## config.mk

```make
export PLATFORM = sky130hd
export DESIGN_NAME = segld_priv_check
export DESIGN_NICKNAME = d
export VERILOG_FILES = /design/src/rtl/segld_pkg.sv /design/src/rtl/segld_sel_decode.sv /design/src/rtl/segld_rule_eval.sv /design/src/rtl/segld_prio.sv /design/src/rtl/segld_priv_check.sv
export SDC_FILE = /design/constraint.sdc
export NUM_CORES = 1
export LEC_CHECK = 0
export ABC_AREA = 1
export BUFFER_PORTS_ARGS = -buffer_cell sky130_fd_sc_hd__buf_2
export CAP_MARGIN = 20
export CORE_ASPECT_RATIO = 1.2
export CORE_UTILIZATION = 47
export DETAILED_ROUTE_END_ITERATION = 8
export PLACE_DENSITY = 0.84
export SLEW_MARGIN = 20
export SYNTH_ARGS = -nofsm -noshare
export SYNTH_HDL_FRONTEND = slang
export SYNTH_SLANG_ARGS = --single-unit
```

## constraint.sdc

```tcl
create_clock -name clk -period 3 [get_ports clk]
set_input_delay 0.45 -clock clk [delete_from_list [all_inputs] [get_ports clk]]
set_output_delay 0.45 -clock clk [all_outputs]
set_load 0.03 [all_outputs]
```

## src/rtl/segld_pkg.sv

```systemverilog
package segld_pkg;

    localparam int PL_W    = 2;
    localparam int CAUSE_W = 3;

    typedef enum logic [CAUSE_W-1:0] {
        CAUSE_NONE    = 3'd0,
        CAUSE_NULL    = 3'd1,
        CAUSE_LIMIT   = 3'd2,
        CAUSE_TYPE    = 3'd3,
        CAUSE_PRIV    = 3'd4,
        CAUSE_NOTPRES = 3'd5,
        CAUSE_NULLREF = 3'd6
    } cause_e;

    typedef struct packed {
        logic            present;
        logic [PL_W-1:0] dpl;
        logic            is_code;
        logic            writable;
        logic            readable;
    } dsc_t;

    typedef struct packed {
        logic            is_null;
        logic            lim_ok;
        logic            type_ok;
        logic            priv_ok;
        logic            present;
    } verdict_t;

    typedef struct packed {
        logic               valid;
        logic               allow;
        logic               fault;
        logic [CAUSE_W-1:0] cause;
    } rsp_t;

    function automatic logic [PL_W-1:0] pl_max(input logic [PL_W-1:0] a,
                                               input logic [PL_W-1:0] b);
        return (a > b) ? a : b;
    endfunction

endpackage

```

## src/rtl/segld_sel_decode.sv

```systemverilog
module segld_sel_decode #(
    parameter int IDX_W = 13,
    parameter int LIM_W = 16
) (
    input  logic [IDX_W-1:0] sel_index,
    input  logic             sel_ti,
    input  logic [LIM_W-1:0] tbl_limit,
    output logic             is_null,
    output logic             lim_ok
);
    localparam int END_W = IDX_W + 3;
    localparam int CMP_W = (END_W > LIM_W) ? END_W : LIM_W;

    logic [END_W-1:0] last_byte;
    logic [CMP_W-1:0] last_ext;
    logic [CMP_W-1:0] lim_ext;

    always_comb begin
        last_byte = {sel_index, 3'b111};
        last_ext  = CMP_W'(last_byte);
        lim_ext   = CMP_W'(tbl_limit);
        is_null   = (sel_index == '0) && !sel_ti;
        lim_ok    = (last_ext <= lim_ext);
    end
endmodule

```

## src/rtl/segld_rule_eval.sv

```systemverilog
module segld_rule_eval
    import segld_pkg::*;
#(
    parameter bit STACK_RULES = 1'b0
) (
    input  logic [PL_W-1:0] cur_pl,
    input  logic [PL_W-1:0] sel_rpl,
    input  dsc_t            dsc,
    output logic            type_ok,
    output logic            priv_ok
);
    generate
        if (STACK_RULES) begin : g_stack
            always_comb begin
                type_ok = !dsc.is_code && dsc.writable;
                priv_ok = (cur_pl == sel_rpl) && (sel_rpl == dsc.dpl);
            end
        end else begin : g_data
            always_comb begin
                type_ok = !dsc.is_code || dsc.readable;
                priv_ok = (dsc.dpl >= pl_max(cur_pl, sel_rpl));
            end
        end
    endgenerate
endmodule

```

## src/rtl/segld_prio.sv

```systemverilog
module segld_prio
    import segld_pkg::*;
(
    input  logic     is_stack,
    input  verdict_t vd,
    output cause_e   cause
);
    always_comb begin
        if (vd.is_null)
            cause = is_stack ? CAUSE_NULL : CAUSE_NONE;
        else if (!vd.lim_ok)
            cause = CAUSE_LIMIT;
        else if (!vd.type_ok)
            cause = CAUSE_TYPE;
        else if (!vd.priv_ok)
            cause = CAUSE_PRIV;
        else if (!vd.present)
            cause = CAUSE_NOTPRES;
        else
            cause = CAUSE_NONE;
    end
endmodule

```

## src/rtl/segld_priv_check.sv

```systemverilog
module segld_priv_check
    import segld_pkg::*;
#(
    parameter int IDX_W = 13,
    parameter int LIM_W = 16
) (
    input  logic             clk,
    input  logic             rst,
    input  logic             req_valid,
    input  logic             req_stack,
    input  logic             null_ref,
    input  logic [1:0]       cur_pl,
    input  logic [IDX_W-1:0] sel_index,
    input  logic             sel_ti,
    input  logic [1:0]       sel_rpl,
    input  logic [LIM_W-1:0] tbl_limit,
    input  logic             dsc_present,
    input  logic [1:0]       dsc_dpl,
    input  logic             dsc_is_code,
    input  logic             dsc_writable,
    input  logic             dsc_readable,
    output logic             rsp_valid,
    output logic             rsp_allow,
    output logic             rsp_fault,
    output logic [2:0]       rsp_cause
);
    localparam int N_KIND = 2;

    dsc_t     dsc;
    logic     is_null;
    logic     lim_ok;
    logic     type_ok_k [N_KIND];
    logic     priv_ok_k [N_KIND];
    verdict_t vd;
    cause_e   load_cause;
    rsp_t     rsp_d;
    rsp_t     rsp_q;

    always_comb begin
        dsc.present  = dsc_present;
        dsc.dpl      = dsc_dpl;
        dsc.is_code  = dsc_is_code;
        dsc.writable = dsc_writable;
        dsc.readable = dsc_readable;
    end

    segld_sel_decode #(.IDX_W(IDX_W), .LIM_W(LIM_W)) sel_dec_i (
        .sel_index (sel_index),
        .sel_ti    (sel_ti),
        .tbl_limit (tbl_limit),
        .is_null   (is_null),
        .lim_ok    (lim_ok)
    );

    // kind 0: data registers, kind 1: stack register
    for (genvar k = 0; k < N_KIND; k++) begin : g_kind
        segld_rule_eval #(.STACK_RULES(k == 1)) rule_i (
            .cur_pl  (cur_pl),
            .sel_rpl (sel_rpl),
            .dsc     (dsc),
            .type_ok (type_ok_k[k]),
            .priv_ok (priv_ok_k[k])
        );
    end

    always_comb begin
        vd.is_null = is_null;
        vd.lim_ok  = lim_ok;
        vd.type_ok = type_ok_k[req_stack];
        vd.priv_ok = priv_ok_k[req_stack];
        vd.present = dsc.present;
    end

    segld_prio prio_i (
        .is_stack (req_stack),
        .vd       (vd),
        .cause    (load_cause)
    );

    always_comb begin
        rsp_d = '0;
        if (null_ref) begin
            rsp_d.valid = 1'b1;
            rsp_d.fault = 1'b1;
            rsp_d.cause = CAUSE_NULLREF;
        end else if (req_valid) begin
            rsp_d.valid = 1'b1;
            rsp_d.allow = (load_cause == CAUSE_NONE);
            rsp_d.fault = (load_cause != CAUSE_NONE);
            rsp_d.cause = load_cause;
        end
    end

    always_ff @(posedge clk) begin
        if (rst) rsp_q <= '0;
        else     rsp_q <= rsp_d;
    end

    assign rsp_valid = rsp_q.valid;
    assign rsp_allow = rsp_q.allow;
    assign rsp_fault = rsp_q.fault;
    assign rsp_cause = rsp_q.cause;
endmodule

```

==> results of run 1 <==
[power breakdown]
part	internal (mW)	switching (mW)	leakage, nW
clock	0.0450	0.0254	0.0138
sequential	0.0848	0.000820	0.0497
combinational	0.0632	0.0834	0.739
[layout make-up]
type,instances,area (um2),area share
clock buffer,3,22.5,0.0187
timing repair buffer,50,250,0.208
tap,19,23.8,0.0198
multi-input combinational,104,641,0.532
inverter,39,146,0.122
sequential,6,120,0.0998
[logic make-up after synthesis]
group | Yosys count | share of synthesized area
flip-flops | 6 | 0.132
adder cells (fa/ha/maj) | 18 | 0.248
AND/OR/NAND/NOR | 74 | 0.378
AO/OA/AOI/OAI | 12 | 0.0800
buffers and inverters | 39 | 0.161
[final timing paths]
kind / slack (ns) / startpoint / to
min: 0.53 / req_valid / rsp_allow$_SDFF_PP0_
max: 0.87 / cur_pl[1] / rsp_fault$_SDFF_PP0_
[critical path: stages]
cell and delay, ns:
buf_2 0.09, inv_1 0.04, ha_1 0.31, nor2_1 0.11, o22ai_1 0.08, nand2_1 0.07
o21ai_0 0.08, ha_1 0.28, o21ai_1 0.13, nand2_1 0.06, nand2_1 0.05, nand2_1 0.06
nand2_1 0.06, nand2_1 0.06, nand3_2 0.09, nand3_1 0.06, nor2_1 0.10, nor2_1 0.05
[through the flow]
stage | hold slack (ns) | std cells | worst slack [ns]
finish | 0.526 | 221 | 0.868
floorplan | 0.634 | 149 | 0.907
global placement | 0.766 | 218 | 0.739
detailed placement | 0.769 | 218 | 0.649
global route | 0.536 | 221 | 0.672
CTS | 0.524 | 221 | 0.897
[state kept, by name (all words and copies together), names as in the netlist]
name and cells:
rsp_valid 1, rsp_cause 3, rsp_allow 1, rsp_fault 1
[placed cells by master, fill, tap and decap left out]
cell type  synthesis  routed
nor3_2             1       1
buf_2              0      50
clkbuf_4           0       3
o21ai_1            1       1
nand2_1           35      35
nor2_1            18      18
o21ai_4            1       1
nand3_1            6       6
dfxtp_1            6       6
nand4_1            3       3
inv_2              5       5
ha_1              18      18
nor2_2             1       1
nand3_2            3       3
inv_1             34      34
o21ai_0            2       2
a21oi_1            7       7
o22ai_1            1       1
nand2_4            1       1
nand2_2            6       6
[layer usage]
layer | vias up | GRT usage
li1 | 561 | -
met1 | 445 | 0.185
met2 | 34 | 0.398
met3 | 0 | 0.0183
met4 | 0 | 0.0313
met5 | - | 0
==> results.toml, run 1 <==
[logic_synthesis]
ys_top_cells_by_count = "nand2_1, inv_1, ha_1, nor2_1, a21oi_1"
synth_edf_count = 0
ys_seq_area_frac = 0.132
syn_area_um2 = 907
ys_types = 18
yosys-top-cells-area = "ha_1, nand2_1, inv_1"
synthesis.nets = 212
synth_top_area_frac = 0.248
ys_warn_count = 0
synth.most_common_cell = "nand2_1"
synthArstFlopShare = 0
avgSynthCellArea_um2 = 6.09
synthCells = 149
synth_ff_type = "dfxtp_1"
synth_top_cell_by_area = "ha_1"
ys_ff_latch = 6

[sta]
drv_slew = 0
hold_viol_final = 0
fmax_mhz = 469
worst_pin_slew_ns = 0.382
post-route-period-util = 0.711
setup_viol = 0
relSlewSlack = 0.743
setup_tns_ns = 0
rsz0062_at_grt = "false"
min_period_ns = 2.13

[placed_design]
gp_routability_congestion = 0.806
place_hpwl_um = 1730
portBuffers = 50
placed_area_mm2 = 0.00118

[grt]
grt_pass1_wl_um = 3190
grt_usage = 0.185
grt_pass1_vias = 930
grt.overflow.total = 0
grt_antenna_before_repair = 0
grt_max_degree = 5

[setup_path]
cp-end-kind = "flop"
worstSetupPathType = "in -> reg"
arrival_ns = 2.24
cp.required_ns = 3.11
path_max_fanout = 3
startpoint_type = "primary input"

[die]
start_util = 0.496
die_h_um = 50.1
rows = 17
dieArea_mm2 = 0.00211
coreArea_mm2 = 0.00183
die_x_um = 42.1
ios = 51

[detailed_routing]
drc = 0
met1_length_um = 735
wl_per_cell_um = 8.67
vias_per_cell = 4.71
ant_nets = 0
drtIter0Drc = 14
first_pass_iters = 4
num_vias = 1040
top_layer = "met3"
wl_um = 1920
dr_wl_met2_um = 1080
met3WireLength_um = 101

[run_status]
status = "finished clean"

[pwr]
power.leakage_nw = 0.802
ir_drop_v = 0.000139
cellPowerDensity_mw_per_mm2 = 251
total_power_uw = 303

[cts]
cts.sinks = 6
cts_max_path_buffers = 2
clk_pin_slew_ns = 0.04
post_cts_buffers = 0
htreeDepth = 1
ctsResizeCount = 0
clock-root-buffer = "clkbuf_4"
cts_hold_buf = 0
cts_tree = "yes"
cts_made_buffers = 3

[hold_path]
holdPathStages = 3
hp-class = "in -> reg"

[finish]
diodes = 0
area_delta_synth_final_pct = 32.7
nNetsFinal = 267
nFillCells = 172
postLayoutCellArea_mm2 = 0.00120
finish.utilization = 0.658
drive_gt1_frac = 0.351

[flow_run]
maxCapViolCount = 0
(Power assumes the default switching activity.)
==> inputs of run 2 (changes only) <==
--- a/config.mk
+++ b/config.mk
@@ -5,13 +5,13 @@
 export SDC_FILE = /design/constraint.sdc
 export NUM_CORES = 1
 export LEC_CHECK = 0
-export ABC_AREA = 1
+export ABC_AREA = 0
 export BUFFER_PORTS_ARGS = -buffer_cell sky130_fd_sc_hd__buf_2
 export CAP_MARGIN = 20
 export CORE_ASPECT_RATIO = 1.2
-export CORE_UTILIZATION = 47
+export CORE_UTILIZATION = 37
 export DETAILED_ROUTE_END_ITERATION = 8
-export PLACE_DENSITY = 0.84
+export PLACE_DENSITY = 0.75
 export SLEW_MARGIN = 20
 export SYNTH_ARGS = -nofsm -noshare
 export SYNTH_HDL_FRONTEND = slang
==> constraint.sdc (replaced) <==
create_clock -name clk -period 1.8 [get_ports clk]
set_input_delay 0.27 -clock clk [delete_from_list [all_inputs] [get_ports clk]]
set_output_delay 0.27 -clock clk [all_outputs]
set_load 0.03 [all_outputs]
==> run 2 against run 1 <==
The run now ends with design-rule violations, negative setup slack left; synthesized cell count decreased by 32%; global-route usage increased by 3.0 points; core utilization is 1.3 points higher; power increased by 80%; final cell count down 16%; die area increased by 8.2%; count of clock-buffer cells in the layout did not move; clock power grew 76%; setup slack got worse by 1.1 ns; critical path type unchanged; critical endpoint unchanged.
==> results.toml, run 2 <==
[sta]
setup_tns_ns = -0.723
setup_viol = 4
drv_slew = 0
fmax_mhz = 491
post-route-period-util = 1.13
setup_ws_ns = -0.237
worst_pin_slew_ns = 0.313
min_period_ns = 2.04
rsz0062_at_grt = "true"
relSlewSlack = 0.791
hold_viol_final = 0

[setup_path]
path_max_fanout = 4
cp-end-kind = "flop"
cp.required_ns = 1.92
arrival_ns = 2.16
startpoint_type = "primary input"
worstSetupPathType = "in -> reg"
crit_start = "cur_pl[0]"

[finish]
regArea_um2 = 120
nNetsFinal = 231
final_cell_count_no_fill = 185
drive_gt1_frac = 0.494
area_delta_synth_final_pct = 65.5
final_cell_mix = "buf_2, inv_1, ha_1"
nFillCells = 163
multi_input_area_um2 = 667
largest_reg_flops = 3
final_common_cell = "buf_2"
diodes = 0
postLayoutCellArea_mm2 = 0.00128

[die]
die_h_um = 52.2
rows = 17
start_util = 0.405
coreArea_mm2 = 0.00191
die_x_um = 43.8
ios = 51
dieArea_mm2 = 0.00228

[grt]
grt_max_degree = 7
grt_antenna_before_repair = 0
grt.overflow.total = 0
grt_pass1_wl_um = 3690
grt_usage = 0.216
grt_pass1_vias = 1002

[detailed_routing]
ant_nets = 0
first_pass_iters = 6
vias_per_cell = 5.33
wl_per_cell_um = 11.9
wl_um = 2200
num_vias = 986
drc = 3
drtIter0Drc = 10

[placed_design]
portBuffers = 50
placed_cells = 181
placed_area_mm2 = 0.00118
dp_slack_ns = -0.548
place_hpwl_um = 1770
gp_routability_congestion = 0.813

[logic_synthesis]
synthCells = 102
ys_warn_count = 0
avgSynthCellArea_um2 = 7.61
ys_ff_latch = 6
synth_edf_count = 0
ys_seq_area_frac = 0.155
ys_types = 29
synth_ff_type = "dfxtp_1"
synth_top_cell_by_area = "ha_1"
yosys-top-cells-area = "ha_1, dfxtp_1, inv_1"
synth_top_area_frac = 0.290
synthArstFlopShare = 0
synth.most_common_cell = "inv_1"
ys_top_cells_by_count = "inv_1, ha_1, nor2_1"
syn_area_um2 = 776
synthesis.nets = 165

[cts]
cts_made_buffers = 3
clk_pin_slew_ns = 0.04
clock-root-buffer = "clkbuf_4"
cts_hold_buf = 0
cts.sinks = 6
htreeDepth = 1
cts_max_path_buffers = 2
cts_tree = "yes"

[hold_path]
hp-class = "in -> reg"
worstHoldStart = "rst"
holdPathStages = 2

[pwr]
ir_drop_v = 0.000562
power.leakage_nw = 0.673
total_power_uw = 544
cellPowerDensity_mw_per_mm2 = 424

[run_status]
status = "complete, but fails checks"
violations = "design-rule violations, negative setup slack"

[flow_run]
maxCapViolCount = 0
-- run 2: cell count changes after synthesis, moves of 3 or more --
| cell | change |
|---|---|
| inv_1 | -15 |
| inv_2 | -5 |
| nand2_1 | -31 |
| nand2_2 | -6 |
| nand3_1 | -3 |
| nand3_2 | -3 |
| nor2_1 | -9 |
| nor4_1 | +3 |
| o21a_1 | +3 |
-- run 2: cell type report --
| class | instances | share of cell area |
|---|---|---|
| timing repair buffer | 61 | 0.286 |
| inverter | 19 | 0.0653 |
| sequential | 6 | 0.0936 |
| multi-input combinational | 77 | 0.519 |
| tap | 19 | 0.0185 |
| clock buffer | 3 | 0.0175 |
-- run 2: routing by layer --
metal | GRT usage | vias up | part of all wire | routed length (um)
met2 | 0.450 | 32 | 0.59 | 1300
met3 | 0.0764 | 4 | 0.054 | 118
met5 | 0 | - | 0 | 0
met4 | 0.0417 | 0 | 0.012 | 26
li1 | - | 493 | - | -
met1 | 0.188 | 457 | 0.34 | 758
-- run 2: logic make-up (layout without fill, tap and decap cells) --
| kind of cell | Yosys count | in the layout | share of synthesized area |
|---|---|---|---|
| AO/OA/AOI/OAI | 24 | 24 | 0.211 |
| XOR/XNOR | 2 | 2 | 0.0226 |
| adder cells (fa/ha/maj) | 18 | 18 | 0.290 |
| buffers and inverters | 19 | 83 | 0.0919 |
| flip-flops | 6 | 6 | 0.155 |
| AND/OR/NAND/NOR | 33 | 33 | 0.229 |
-- run 2: path summary, 6_finish.rpt --
path | endpoint | slack [ns]
max | rsp_fault$_SDFF_PP0_ | -0.24
min | rsp_cause[2]$_SDFF_PP0_ | 0.23
-- run 2: power by group --
part           switching (mW)  leakage, nW  internal, mW
registers             0.00145       0.0497         0.141
logic                   0.132        0.610         0.145
clock network          0.0490       0.0138        0.0754
total                   0.183        0.673         0.362
-- run 2: worst max-delay path, cell delays in order --
cell	delay [ns]
buf_12	0.10
inv_12	0.03
ha_4	0.28
nor2_4	0.03
a211oi_2	0.15
a211oi_2	0.07
ha_1	0.28
or2b_4	0.11
a21oi_2	0.04
o32a_1	0.16
o21a_1	0.22
o41a_1	0.42
-- run 2: through the flow --
step / hold slack, ns / utilization
2_1_floorplan: 0.347 / -
3_3_place_gp: 0.464 / 0.614
3_5_place_dp: 0.468 / 0.614
4_1_cts: 0.193 / 0.665
5_1_grt: 0.216 / 0.671
6_report: 0.228 / 0.671
-- run 2: what timing repair did --
action,4_1_cts,5_1_grt
gates cloned,0,0
buffers inserted,1,0
pin swaps,5,4
setup endpoints to repair,4,4
gates resized for setup,19,2
